File: config.mk
export PLATFORM = sky130hd
export DESIGN_NAME = dither_cc_channel
export DESIGN_NICKNAME = d
export VERILOG_FILES = /design/src/rtl/cc_pkg.sv /design/src/rtl/cc_regfile.sv /design/src/rtl/cc_dither_seq.sv /design/src/rtl/cc_compare.sv /design/src/rtl/dither_cc_channel.sv
export SDC_FILE = /design/constraint.sdc
export NUM_CORES = 1
export LEC_CHECK = 0
export BUFFER_PORTS_ARGS = -buffer_cell sky130_fd_sc_hd__buf_2
export CORE_MARGIN = 2
export CORE_UTILIZATION = 48
export CTS_CLUSTER_DIAMETER = 120
export DETAILED_ROUTE_END_ITERATION = 8
export PLACE_DENSITY = 0.73
export SLEW_MARGIN = 20
export SYNTH_ARGS = -nofsm -noshare
export SYNTH_HDL_FRONTEND = slang
export SYNTH_SLANG_ARGS = --single-unit
File: constraint.sdc
create_clock -name clk -period 3.36 [get_ports clk]
set_input_delay 0.336 -clock clk [delete_from_list [all_inputs] [get_ports clk]]
set_output_delay 0.336 -clock clk [all_outputs]
set_load 0.05 [all_outputs]
File: src/rtl/cc_pkg.sv
package cc_pkg;
  typedef enum logic { CC_OUTPUT = 1'b0, CC_INPUT = 1'b1 } cc_mode_e;
endpackage

File: src/rtl/cc_regfile.sv
module cc_regfile #(
  parameter int CNT_W  = 16,
  parameter int FRAC_W = 4,
  localparam int REG_W = CNT_W + FRAC_W
) (
  input  logic              clk,
  input  logic              rst_n,
  input  cc_pkg::cc_mode_e  mode,
  input  logic              preload_en,
  input  logic              dither_en,
  input  logic              wr_fire,
  input  logic [REG_W-1:0]  wr_data,
  input  logic              update_evt,
  input  logic              capture_evt,
  input  logic [CNT_W-1:0]  cnt_value,
  output logic [REG_W-1:0]  prog_q,
  output logic [REG_W-1:0]  act_q
);
  logic [REG_W-1:0] wr_val, cap_val, prog_next;

  // write format depends on dither: integer-only values clear the top nibble
  always_comb begin
    wr_val  = dither_en ? wr_data : {{FRAC_W{1'b0}}, wr_data[CNT_W-1:0]};
    cap_val = dither_en ? {cnt_value, {FRAC_W{1'b0}}} : {{FRAC_W{1'b0}}, cnt_value};
  end

  always_comb begin
    prog_next = prog_q;
    if (mode == cc_pkg::CC_INPUT) begin
      if (capture_evt) prog_next = cap_val;
    end else if (wr_fire) begin
      prog_next = wr_val;
    end
  end

  always_ff @(posedge clk or negedge rst_n) begin
    if (!rst_n) prog_q <= '0;
    else        prog_q <= prog_next;
  end

  // active stage: follows at once, or waits for the update event
  always_ff @(posedge clk or negedge rst_n) begin
    if (!rst_n) begin
      act_q <= '0;
    end else if (mode == cc_pkg::CC_OUTPUT) begin
      if (!preload_en)     act_q <= prog_next;
      else if (update_evt) act_q <= prog_q;
    end
  end
endmodule

File: src/rtl/cc_dither_seq.sv
module cc_dither_seq #(
  parameter int FRAC_W = 4
) (
  input  logic              clk,
  input  logic              rst_n,
  input  logic              dither_en,
  input  logic              cnt_overflow,
  input  logic [FRAC_W-1:0] frac,
  output logic [FRAC_W-1:0] idx_q,
  output logic              extend
);
  logic [FRAC_W-1:0] idx_rev;

  for (genvar b = 0; b < FRAC_W; b++) begin : g_rev
    assign idx_rev[b] = idx_q[FRAC_W-1-b];
  end

  always_ff @(posedge clk or negedge rst_n) begin
    if (!rst_n)            idx_q <= '0;
    else if (!dither_en)   idx_q <= '0;
    else if (cnt_overflow) idx_q <= idx_q + 1'b1;
  end

  // bit-reversed index below the fraction: F hits spread over 2**FRAC_W periods
  assign extend = dither_en && (idx_rev < frac);
endmodule

File: src/rtl/cc_compare.sv
module cc_compare #(
  parameter int CNT_W  = 16,
  parameter int FRAC_W = 4,
  localparam int REG_W = CNT_W + FRAC_W
) (
  input  cc_pkg::cc_mode_e  mode,
  input  logic              dither_en,
  input  logic [REG_W-1:0]  act,
  input  logic              extend,
  input  logic [CNT_W-1:0]  cnt_value,
  output logic              oc_out
);
  logic [CNT_W:0] eff;

  always_comb begin
    if (dither_en) eff = {1'b0, act[REG_W-1:FRAC_W]} + {{CNT_W{1'b0}}, extend};
    else           eff = {1'b0, act[CNT_W-1:0]};
    oc_out = (mode == cc_pkg::CC_OUTPUT) && ({1'b0, cnt_value} < eff);
  end
endmodule

File: src/rtl/dither_cc_channel.sv
module dither_cc_channel #(
  parameter int CNT_W  = 16,
  parameter int FRAC_W = 4,
  parameter int BUS_W  = 32,
  localparam int REG_W = CNT_W + FRAC_W
) (
  input  logic             clk,
  input  logic             rst_n,
  input  logic             cfg_input_mode,
  input  logic             cfg_preload_en,
  input  logic             cfg_dither_en,
  input  logic [CNT_W-1:0] cnt_value,
  input  logic             cnt_overflow,
  input  logic             update_evt,
  input  logic             capture_evt,
  input  logic             wr_valid,
  output logic             wr_ready,
  input  logic [BUS_W-1:0] wr_data,
  output logic [BUS_W-1:0] rd_data,
  output logic             oc_out
);
  cc_pkg::cc_mode_e  mode;
  logic              wr_fire, extend;
  logic [REG_W-1:0]  prog_q, act_q;
  logic [FRAC_W-1:0] idx_q;

  assign mode     = cfg_input_mode ? cc_pkg::CC_INPUT : cc_pkg::CC_OUTPUT;
  assign wr_ready = !((mode == cc_pkg::CC_INPUT) && capture_evt);
  assign wr_fire  = wr_valid && wr_ready;
  assign rd_data  = {{(BUS_W-REG_W){1'b0}}, prog_q};

  cc_regfile #(.CNT_W(CNT_W), .FRAC_W(FRAC_W)) i_regs (
    .clk(clk), .rst_n(rst_n), .mode(mode), .preload_en(cfg_preload_en),
    .dither_en(cfg_dither_en), .wr_fire(wr_fire), .wr_data(wr_data[REG_W-1:0]),
    .update_evt(update_evt), .capture_evt(capture_evt), .cnt_value(cnt_value),
    .prog_q(prog_q), .act_q(act_q)
  );

  cc_dither_seq #(.FRAC_W(FRAC_W)) i_dither (
    .clk(clk), .rst_n(rst_n), .dither_en(cfg_dither_en), .cnt_overflow(cnt_overflow),
    .frac(act_q[FRAC_W-1:0]), .idx_q(idx_q), .extend(extend)
  );

  cc_compare #(.CNT_W(CNT_W), .FRAC_W(FRAC_W)) i_cmp (
    .mode(mode), .dither_en(cfg_dither_en), .act(act_q), .extend(extend),
    .cnt_value(cnt_value), .oc_out(oc_out)
  );
endmodule

==> results by group <==
Timing
  • Fin. Hold Viols: 0
  • RSZ-0062 raised after global routing: yes
  • Worst Skew: a little under 0.008 ns
  • Final Cycle Share: 120%
  • Final setup violation count: 1
  • Final slew viol count: 0
  • Worst-margin pin slew: between 0.6 and 0.7 ns
  • Tmin final: ~4 ns
  • Min Hold Slack: about 0.028 ns
  • Setup TNS: -0.656 ns
  • Rel. slew slack: 56.1%
  • Maximum clock frequency: 249 MHz
  • Setup WS post-layout: -0.656 ns

Finish
  • Leading cell types in the layout, fill and taps excluded: buf_2 (64), nand2_1 (56), dfrtp_1 (44)
  • Final instance area: between 0.003 and 0.004 mm²
  • Most common cell after layout, fill and taps aside: buf_2
  • Fillcell total: a little over 600
  • Layout Nets: between 500 and 600
  • Area Growth Syn to Fin: 16.5%
  • Number of diodes: 0
  • Layout cells sized above 1: between 20% and 30%

Synthesis
  • Cell area after synthesis: between 0.003 and 0.004 mm²
  • Post-synth EDFFs: 0
  • Yosys cell types: between 40 and 50
  • Top-area cell type share of the netlist area: between 30% and 40%
  • Yosys warnings: 0
  • Post-synth top flop: dfrtp_1
  • Ranking of synthesized cells by area: dfrtp_1 (33%), mux2i_1 (10%), ha_1 (7.8%), nand2_1 (6.2%), o21ai_0 (5.9%)
  • FF+latch count, synth: 44
  • Area leader, netlist: dfrtp_1
  • Avg Cell Area, Syn: approximately 8.4 µm²
  • Post-synth ARST share: between 90% and 100%
  • Sequential area share after synthesis: about a third
  • Mapped Cells: between 300 and 400

Critical path
  • Critical Path Sink Type: primary output
  • Reg2reg path depth: 5
  • WP data required: around 3.0 ns
  • Worst r2r dst: i_dither.idx_q[2]
  • CP Launch Type: register
  • CP Max Fanout: 4
  • Crit Path Class: reg2out
  • R2R setup slack: about 2.2 ns
  • CP Data Arrival Time: 3.68 ns
  • Crit Reg-Reg Startpoint: i_dither.idx_q[1]

Drt
  • Routed via count: between 3k and 4k
  • Vias per cell: 5.70
  • Drt total wl: around 9 mm
  • Remaining antenna violation count: 0
  • Drt initial violations: between 150 and 200
  • DR pass1 iterations: 4
  • DRC viols: 0
  • Drt wl/cell: 16.0 µm

Global routing
  • Total gr overflow: 0
  • Initial antenna violation count: 0
  • First-pass GRT wire length: between 10 and 15 mm
  • Largest net degree at the start of global routing: 54
  • Vias in the first global route: 2890
  • Total track usage: 24.1%

Run status
  • Run status: finished, violations left
  • Failing checks: negative setup slack

Placed design
  • Port bufs: 66
  • Post-placement cell area: 0.00380 mm²
  • HPWL Detailed: around 6.6 mm
  • Dpl ws: -0.505 ns
  • GPL Wtd Cong: 0.991

Die
  • Die ar.: 0.00770 mm²
  • I/O pin cnt: 91
  • Initial core utilization: ~50%
  • Die height: roughly 90 µm
  • Die W: between 80 and 90 µm
  • Total core area: approximately 0.0068 mm²
  • Rows: 30

Clock tree
  • CTS max path bufs: 2
  • Clk_lat worst skew: about 0.29 ns
  • Clk slew on worst S/H paths: 0.08 ns
  • CTS Hold Bufs: 0
  • H-Tree Depth: 2
  • Clock sinks: 44
  • Clock Tree Root: clkbuf_8
  • CTS tree: done
  • TritonCTS Buffers: 5

Power
  • VDD IR max: a little under 300 µV
  • PwrDens: about 400 mW/mm²
  • Total design power: ~1.6 mW
  • Leak Pwr: between 1.5 and 2 nW

Run
  • Max Cap Viol: 0

Hold path
  • Worst hold path type: in2async
==> how the worst max path moves through the flow <==
stage,cells past startpoint,startpoint,slack (ns),endpoint
after global placement,19,i_regs.act_q[1],-0.34,oc_out
after floorplan,18,i_regs.act_q[1],-0.08,oc_out
after detailed placement,19,i_regs.act_q[1],-0.51,oc_out
after CTS,19,i_regs.act_q[1],-0.62,oc_out
final,19,i_regs.act_q[1],-0.66,oc_out
after global routing,19,i_regs.act_q[1],-0.87,oc_out
==> state kept, by name (all words and copies together) (netlist names) <==
signal          flops
i_regs.act_q       20
i_dither.idx_q      4
i_regs.prog_q      20
==> cell usage after synthesis (2+ instances only) <==
cell type / number
ha_1: 21
o21ai_1: 10
xor2_1: 4
o211ai_1: 12
buf_4: 14
nand4_1: 3
o2111ai_1: 2
nor3_1: 2
buf_2: 7
inv_1: 7
mux2i_1: 34
and2_1: 3
nor4_2: 2
a221oi_1: 5
a21o_1: 2
xnor2_1: 9
o21ai_0: 40
dfrtp_1: 44
and4_1: 3
a21oi_1: 21
nand2_1: 56
nor2b_1: 4
and3_1: 9
a31oi_1: 17
buf_1: 2
nor2_1: 24
clkbuf_1: 12
nand3_1: 9
==> cells by family after synthesis <==
logic type,Yosys count,synth area share (%)
DFF,44,32.7
buffers and inverters,45,7.35
other,1,0.111
muxes,34,10.1
and+or+nand+nor,125,18.2
xor gates and xnor gates,13,3.38
AOI/OAI and AO/OA,116,20.4
adders and majority gates,21,7.80
==> metrics by stage <==
stage,util (%),std cells
2_1_floorplan,-,410
5_1_grt,57.7,556
4_1_cts,57.3,555
6_report,57.7,556
3_5_place_dp,55.9,549
3_3_place_gp,55.9,549
==> critical path, stage by stage (launching register included) <==
cell	delay (ns)
dfrtp_1	0.35
inv_1	0.05
ha_1	0.29
a21oi_2	0.13
nor2b_1	0.06
o21ai_1	0.12
and3b_2	0.22
ha_4	0.17
ha_4	0.14
and3_4	0.22
xnor2_2	0.11
nand2_1	0.07
o21ai_1	0.10
ha_1	0.26
and3_4	0.17
a221oi_2	0.23
o2111ai_1	0.14
a21oi_1	0.21
o311a_4	0.20
buf_8	0.14
==> final cells by class <==
| class | instances | area [µm²] | area share [%] |
|---|---|---|---|
| clock buffers | 5 | 68.8 | 1.75 |
| inverters | 8 | 30.0 | 0.766 |
| multi-input cells | 321 | 2140 | 54.5 |
| flip-flops and latches | 44 | 1100 | 28.1 |
| well taps | 96 | 120 | 3.06 |
| repair buffers | 82 | 463 | 11.8 |
==> routing by layer <==
layer | routed length (µm) | GRT usage (%)
met1 | 4030 | 36.3
met2 | 4200 | 36.6
met3 | 487 | 3.20
met4 | 157 | 5.87
met5 | 0 | 0
==> power breakdown <==
part	switching [mW]	internal (mW)
sequential	0.0946	0.598
clock	0.162	0.134
combinational	0.396	0.228
==> repair_timing <==
action,4_1_cts,5_1_grt
resized for setup,6,4
endpoints found under the setup margin,1,1
pin swaps,7,1
buffers inserted,1,1
Power figures use the tool's default switching activity.
